[src/rtl/ptp_tc_pkg.sv]
package ptp_tc_pkg;
    localparam int NS_W   = 32;
    localparam int FRAC_W = 32;
    localparam int SEC_W  = 32;
    localparam int DATA_W = 64;
    localparam int ADDR_W = 3;

    typedef enum logic [ADDR_W-1:0] {
        REG_CTRL    = 3'd0,
        REG_ADDEND  = 3'd1,
        REG_LIMIT   = 3'd2,
        REG_NSEC    = 3'd3,
        REG_SECSNAP = 3'd4
    } reg_addr_e;

    localparam logic [NS_W-1:0] ONE_SEC_NS = 32'd1_000_000_000;
endpackage

[src/rtl/ptp_tc_regs.sv]
module ptp_tc_regs
    import ptp_tc_pkg::*;
#(
    parameter int                 ADD_W      = NS_W + FRAC_W,
    parameter logic [ADD_W-1:0]   ADDEND_RST = 64'h0000_0001_0000_0000,
    parameter logic [NS_W-1:0]    LIMIT_RST  = ONE_SEC_NS
) (
    input  logic              clk_i,
    input  logic              rst_i,
    input  logic              wr_en_i,
    input  logic              rd_en_i,
    input  logic [ADDR_W-1:0] addr_i,
    input  logic [DATA_W-1:0] wdata_i,
    input  logic [NS_W-1:0]   ns_i,
    input  logic [SEC_W-1:0]  sec_i,
    output logic              en_o,
    output logic [ADD_W-1:0]  addend_o,
    output logic [NS_W-1:0]   limit_o,
    output logic [DATA_W-1:0] rdata_o
);
    typedef struct packed {
        logic              en;
        logic [ADD_W-1:0]  addend;
        logic [NS_W-1:0]   limit;
        logic [SEC_W-1:0]  snap;
        logic [DATA_W-1:0] rdata;
    } regs_t;

    regs_t st_d, st_q;

    always_comb begin
        st_d = st_q;
        if (rd_en_i) begin
            case (reg_addr_e'(addr_i))
                REG_CTRL:    st_d.rdata = DATA_W'(st_q.en);
                REG_ADDEND:  st_d.rdata = DATA_W'(st_q.addend);
                REG_LIMIT:   st_d.rdata = DATA_W'(st_q.limit);
                REG_NSEC: begin
                    st_d.rdata = DATA_W'(ns_i);
                    st_d.snap  = sec_i;
                end
                REG_SECSNAP: st_d.rdata = DATA_W'(st_q.snap);
                default:     st_d.rdata = '0;
            endcase
        end
        if (wr_en_i) begin
            case (reg_addr_e'(addr_i))
                REG_CTRL:   st_d.en     = wdata_i[0];
                REG_ADDEND: st_d.addend = wdata_i[ADD_W-1:0];
                REG_LIMIT:  st_d.limit  = wdata_i[NS_W-1:0];
                default:    ;
            endcase
        end
    end

    always_ff @(posedge clk_i) begin
        if (rst_i) begin
            st_q.en     <= 1'b0;
            st_q.addend <= ADDEND_RST;
            st_q.limit  <= LIMIT_RST;
            st_q.snap   <= '0;
            st_q.rdata  <= '0;
        end else begin
            st_q <= st_d;
        end
    end

    assign en_o     = st_q.en;
    assign addend_o = st_q.addend;
    assign limit_o  = st_q.limit;
    assign rdata_o  = st_q.rdata;

    // nanosecond read returns the count of the strobe cycle
    a_r8_nsec_read: assert property (@(posedge clk_i) disable iff (rst_i)
        (rd_en_i && addr_i == REG_NSEC) |=> rdata_o == DATA_W'($past(ns_i)));

    // addend write visible on the next cycle
    a_r9_addend_write: assert property (@(posedge clk_i) disable iff (rst_i)
        (wr_en_i && addr_i == REG_ADDEND) |=> addend_o == $past(wdata_i[ADD_W-1:0]));
endmodule

[src/rtl/ptp_tc_nsec.sv]
module ptp_tc_nsec
    import ptp_tc_pkg::*;
#(
    parameter int ADD_W = NS_W + FRAC_W
) (
    input  logic             clk_i,
    input  logic             rst_i,
    input  logic             en_i,
    input  logic [ADD_W-1:0] addend_i,
    input  logic [NS_W-1:0]  limit_i,
    output logic [NS_W-1:0]  ns_o,
    output logic             carry_o
);
    localparam int SUM_W = NS_W + FRAC_W + 1;

    typedef struct packed {
        logic [NS_W-1:0]   ns;
        logic [FRAC_W-1:0] frac;
    } acc_t;

    acc_t             st_d, st_q;
    logic [SUM_W-1:0] sum;
    logic [NS_W:0]    sum_ns;
    logic             wrap;

    always_comb begin
        sum    = {1'b0, st_q.ns, st_q.frac} + SUM_W'(addend_i);
        sum_ns = sum[SUM_W-1:FRAC_W];
        wrap   = en_i && (sum_ns >= {1'b0, limit_i});
        st_d   = st_q;
        if (en_i) begin
            st_d.frac = sum[FRAC_W-1:0];
            if (wrap) begin
                st_d.ns = NS_W'(sum_ns - {1'b0, limit_i});
            end else begin
                st_d.ns = sum_ns[NS_W-1:0];
            end
        end
    end

    always_ff @(posedge clk_i) begin
        if (rst_i) begin
            st_q <= '0;
        end else begin
            st_q <= st_d;
        end
    end

    assign ns_o    = st_q.ns;
    assign carry_o = wrap;

    // accumulator frozen while disabled
    a_r2_hold_when_off: assert property (@(posedge clk_i) disable iff (rst_i)
        !en_i |=> $stable(st_q));

    // without a wrap the count never moves backwards
    a_r4_no_early_drop: assert property (@(posedge clk_i) disable iff (rst_i)
        (en_i && !carry_o) |=> ns_o >= $past(ns_o));
endmodule

[src/rtl/ptp_tc_sec.sv]
module ptp_tc_sec
    import ptp_tc_pkg::*;
(
    input  logic             clk_i,
    input  logic             rst_i,
    input  logic             carry_i,
    output logic [SEC_W-1:0] sec_o
);
    typedef struct packed {
        logic [SEC_W-1:0] sec;
    } sec_t;

    sec_t st_d, st_q;

    always_comb begin
        st_d = st_q;
        if (carry_i) begin
            st_d.sec = st_q.sec + SEC_W'(1);
        end
    end

    always_ff @(posedge clk_i) begin
        if (rst_i) begin
            st_q <= '0;
        end else begin
            st_q <= st_d;
        end
    end

    assign sec_o = st_q.sec;

    // one step per wrap
    a_r5_step: assert property (@(posedge clk_i) disable iff (rst_i)
        carry_i |=> sec_o == $past(sec_o) + SEC_W'(1));

    // no step without a wrap
    a_r5_idle: assert property (@(posedge clk_i) disable iff (rst_i)
        !carry_i |=> $stable(sec_o));
endmodule

[src/rtl/ptp_time_counter.sv]
module ptp_time_counter
    import ptp_tc_pkg::*;
#(
    parameter logic [NS_W+FRAC_W-1:0] ADDEND_RST = 64'h0000_0001_0000_0000,
    parameter logic [NS_W-1:0]        LIMIT_RST  = ONE_SEC_NS
) (
    input  logic                    clk_i,
    input  logic                    rst_i,
    input  logic                    wr_en_i,
    input  logic                    rd_en_i,
    input  logic [ADDR_W-1:0]       addr_i,
    input  logic [DATA_W-1:0]       wdata_i,
    output logic [DATA_W-1:0]       rdata_o,
    output logic [SEC_W+NS_W-1:0]   time_o
);
    localparam int ADD_W = NS_W + FRAC_W;

    logic             en;
    logic [ADD_W-1:0] addend;
    logic [NS_W-1:0]  limit;
    logic [NS_W-1:0]  ns;
    logic [SEC_W-1:0] sec;
    logic             carry;

    ptp_tc_regs #(
        .ADD_W      (ADD_W),
        .ADDEND_RST (ADDEND_RST),
        .LIMIT_RST  (LIMIT_RST)
    ) u_regs (
        .clk_i    (clk_i),
        .rst_i    (rst_i),
        .wr_en_i  (wr_en_i),
        .rd_en_i  (rd_en_i),
        .addr_i   (addr_i),
        .wdata_i  (wdata_i),
        .ns_i     (ns),
        .sec_i    (sec),
        .en_o     (en),
        .addend_o (addend),
        .limit_o  (limit),
        .rdata_o  (rdata_o)
    );

    ptp_tc_nsec #(
        .ADD_W (ADD_W)
    ) u_nsec (
        .clk_i    (clk_i),
        .rst_i    (rst_i),
        .en_i     (en),
        .addend_i (addend),
        .limit_i  (limit),
        .ns_o     (ns),
        .carry_o  (carry)
    );

    ptp_tc_sec u_sec (
        .clk_i   (clk_i),
        .rst_i   (rst_i),
        .carry_i (carry),
        .sec_o   (sec)
    );

    assign time_o = {sec, ns};
endmodule

[config.mk]
export PLATFORM = sky130hd
export DESIGN_NAME = ptp_time_counter
export DESIGN_NICKNAME = d
export VERILOG_FILES = /design/src/rtl/ptp_tc_pkg.sv /design/src/rtl/ptp_tc_regs.sv /design/src/rtl/ptp_tc_nsec.sv /design/src/rtl/ptp_tc_sec.sv /design/src/rtl/ptp_time_counter.sv
export SDC_FILE = /design/constraint.sdc
export NUM_CORES = 1
export LEC_CHECK = 0
export BUFFER_PORTS_ARGS = -buffer_cell sky130_fd_sc_hd__buf_2
export CAP_MARGIN = 0
export CORE_MARGIN = 3
export CORE_UTILIZATION = 55
export DETAILED_ROUTE_END_ITERATION = 7
export PLACE_DENSITY = 0.76
export SLEW_MARGIN = 20
export SYNTH_ARGS = -nofsm -noshare
export SYNTH_HDL_FRONTEND = slang
export SYNTH_SLANG_ARGS = --single-unit
[constraint.sdc]
create_clock -name clk_i -period 9.8 [get_ports clk_i]
set_clock_uncertainty 0.2 [all_clocks]
set_input_delay 2.94 -clock clk_i [delete_from_list [all_inputs] [get_ports clk_i]]
set_output_delay 2.94 -clock clk_i [all_outputs]
set_load 0.005 [all_outputs]
==> results.py <==
metrics = {
    "drt": {
        "via_count": 16632,
        "drt-vias-per-instance": 6.22,
        "avgRoutedWirePerCell_um": 21.7,
        "ant_nets": 0,
        "drt_iter0_drc": 1636,
        "drt-total-wl_um": 58200,
        "drc": 0,
        "drt-pass1-iter-count": 7,
    },
    "die": {
        "initial_core_util_pct": 56.2,
        "die_area_um2": 33700,
        "fp.dieH_um": 184,
        "fp-row-count": 64,
        "io_pins": 199,
        "core_area_um2": 30800,
        "dieWidth_um": 184,
    },
    "min_path": {
        "hp-class": "register to register",
        "hold_depth": 2,
    },
    "grt": {
        "track_usage_pct": 33.2,
        "grt_pass1_vias": 15614,
        "grt_pass1_wl_um": 88600,
        "grt_max_degree": 114,
        "grt_antenna_before_repair": 1,
        "overflow": 0,
    },
    "pwr": {
        "p_switching_w": 0.000667,
        "switching_share_pct": 25.1,
        "p_clk_share_pct": 45.9,
        "p_per_area_nw_per_um2": 142,
        "combPwrFrac_pct": 8.8,
        "p_int_w": 0.00199,
        "ir_drop_uv": 135,
        "total_leakage_power_nw": 7.83,
        "pwr-share-seq_pct": 45.3,
    },
    "setup_path": {
        "path_class": "register to register",
        "max_stage_delay_ns": 0.67,
        "worstSetupEndpointType": "register",
        "slowest_stage": "o41ai_1",
        "critPathBufInv": 1,
        "arrival_ns": 7.25,
        "crit_path_frequent_cell": "a21oi_1",
        "crit_chain": "ha_1, fa_1, a211oi_1, o211ai_1, nand3_1, a21oi_1, o21ai_0, o31a_1, o41ai_1, o31ai_1, xor2_1, inv_1, ha_1, nand4_1, nor3_1, o21ai_0, a21oi_1, o21a_1, nor2_1, o21ai_4, nand3_1, or3_2, a21oi_1",
        "worstPathMaxFanout": 24,
        "r2r_cells": 23,
        "critPathLaunchType": "register",
        "critPathTopFamily": "compound AO/OA/AOI/OAI gates",
        "worstPathRequired_ns": 10.09,
        "path_depth": 23,
    },
    "synth": {
        "netlist_instances": 2240,
        "synth-async-reset-ratio_pct": 0,
        "syn-num-nets": 2410,
        "syn_avg_cell_area_um2": 7.74,
        "synth.area.top_cells": "dfxtp_1 (33%), a21oi_1 (9.4%), nand2_1 (7.7%)",
        "synth-edff-count": 0,
        "yosysWarnings": 0,
        "syn-cell-area_um2": 17300,
        "ys_seq_area_share_pct": 33.4,
        "synthDistinctLibCells": 86,
        "ys_ff_latch": 289,
        "synth_top_cell_by_area": "dfxtp_1",
        "synthFlopType": "dfxtp_1",
        "yosysTopAreaCellShare_pct": 33.4,
    },
    "finish": {
        "diodes": 0,
        "final_core_util_pct": 61.0,
        "regArea_um2": 5790,
        "final_common_cell": "nand2_1",
        "fillers": 2837,
        "fin_nets": 2427,
        "syn_to_final_growth_pct": 8.41,
        "mostFrequentLayoutCells": "nand2_1 (355), a21oi_1 (327), dfxtp_1 (288), buf_2 (197), nor2_1 (160)",
        "layout-drive-gt1-share_pct": 13.3,
        "multi_input_area_um2": 10100,
    },
    "clocking": {
        "cts_buffers": 31,
        "cts_buffer_depth": 3,
        "cts_tree": "done",
        "ctsHoldBuffers": 0,
        "path_clk_slew_ns": 0.06,
        "post_cts.repair.setup_buffers": 0,
        "htreeDepth": 1,
        "cts_root_buf": "clkbuf_16",
        "clk-insertion-delay-late_ns": 0.57,
        "cts_resized": 0,
        "clock-sinks": 289,
    },
    "timing": {
        "post-route-period-util_pct": 71.0,
        "rsz0062_at_grt": "no",
        "worst_pin_slew_ns": 1.07,
        "setup_violations": 0,
        "fin_setup_tns_ns": 0,
        "finalCriticalPeriod_ns": 6.96,
        "timing.fmax_mhz": 144,
        "max_slew_margin_pct": 28.7,
        "maxSlewViolCount": 0,
        "timing_hold_violations_final": 0,
    },
    "placement": {
        "gp_congestion": 0.985,
        "io_buffer_count": 198,
        "hpwl_um": 43400,
    },
    "job": {
        "max_cap_violations": 0,
    },
    "outcome": {
        "status": "complete, no violations",
    },
}
==> cell usage after synthesis, types with 21 or more instances <==
| master | instances |
|---|---|
| dfxtp_1 | 289 |
| ha_1 | 97 |
| a22oi_1 | 63 |
| nand4_1 | 34 |
| xnor2_1 | 55 |
| a21oi_1 | 327 |
| a21o_1 | 49 |
| nand3_1 | 53 |
| nor3_1 | 27 |
| or3_1 | 21 |
| o21ai_0 | 73 |
| clkbuf_1 | 116 |
| mux2i_1 | 26 |
| buf_4 | 96 |
| nand2_1 | 356 |
| xor2_1 | 42 |
| nor2_1 | 160 |
| inv_1 | 67 |
==> routing by layer <==
layer / routed length, um / vias to the layer above / global-route usage (%)
li1: - / 7881 / -
met1: 24700 / 7942 / 44.9
met2: 27100 / 678 / 55.2
met3: 4220 / 129 / 4.21
met4: 2080 / 2 / 10.7
met5: 13 / - / 0
==> cell families (layout without fill, tap and decap cells) <==
group | count (synthesis) | count (layout) | share of synthesized area [%]
adder cells (fa/ha/maj) | 99 | 99 | 7.23
flip-flops | 289 | 289 | 33.4
buffers and inverters | 296 | 336 | 8.52
XOR/XNOR | 97 | 97 | 4.90
multiplexers | 26 | 26 | 1.50
AND/OR/NAND/NOR | 744 | 744 | 19.4
AO/OA/AOI/OAI | 689 | 689 | 25.0
==> layout make-up <==
type	instances	area share (%)
clock buffers	45	4.89
well taps	396	2.64
repair buffers	212	5.88
inverters	68	1.37
clock inverters	11	0.739
multi-input cells	1655	53.7
flip-flops and latches	289	30.8
==> path summary, 6_finish.rpt <==
check	start	slack (ns)	end
worst min register to register	u_regs.rdata_o[57]	0.26	u_regs.rdata_o[57]
worst max-delay path	u_regs.addend_o[0]	2.84	u_sec.sec_o[24]
worst max register to register	u_regs.addend_o[0]	2.84	u_sec.sec_o[24]
worst min-delay path	u_regs.rdata_o[57]	0.26	u_regs.rdata_o[57]
==> sequential cells by signal (all words and copies together), names as in the netlist <==
signal,flops
u_regs.en_o,1
u_regs.limit_o,32
u_regs.rdata_o,64
u_regs.addend_o,64
u_regs.st_q,32
u_sec.sec_o,32
u_nsec.st_q,32
u_nsec.ns_o,32
==> worst register-to-register path: stages, from the launching register on <==
cell and delay, ns:
dfxtp_1 0.35, ha_1 0.21, fa_1 0.25, a211oi_1 0.11
o211ai_1 0.25, nand3_1 0.17, a21oi_1 0.28, o21ai_0 0.32
o31a_1 0.40, o41ai_1 0.67, o31ai_1 0.18, xor2_1 0.21
inv_1 0.07, ha_1 0.39, nand4_1 0.20, nor3_1 0.35
o21ai_0 0.14, a21oi_1 0.22, o21a_1 0.16, nor2_1 0.07
o21ai_4 0.23, nand3_1 0.64, or3_2 0.66, a21oi_1 0.14
==> stage by stage <==
stage	setup WS, ns	power [W]	hold slack (ns)	instance area (um^2)	std cells
2_1_floorplan	4.49	0.00139	0.232	17300	2240
3_3_place_gp	3.16	0.00146	0.241	17700	2620
3_5_place_dp	2.94	0.00146	0.249	17700	2620
4_1_cts	2.90	0.00267	0.258	18800	2676
5_1_grt	2.30	0.00274	0.279	18800	2676
6_report	2.84	0.00266	0.257	18800	2676
==> power groups by stage <==
stage	Sequential (W)	Clock, W	Combinational (W)
after floorplan	0.00122	0	0.000162
after global placement	0.00123	0	0.000226
after detailed placement	0.00123	0	0.000228
after CTS	0.00120	0.00123	0.000229
after global routing	0.00121	0.00128	0.000253
final	0.00121	0.00122	0.000233
Power figures use the tool's default switching activity.
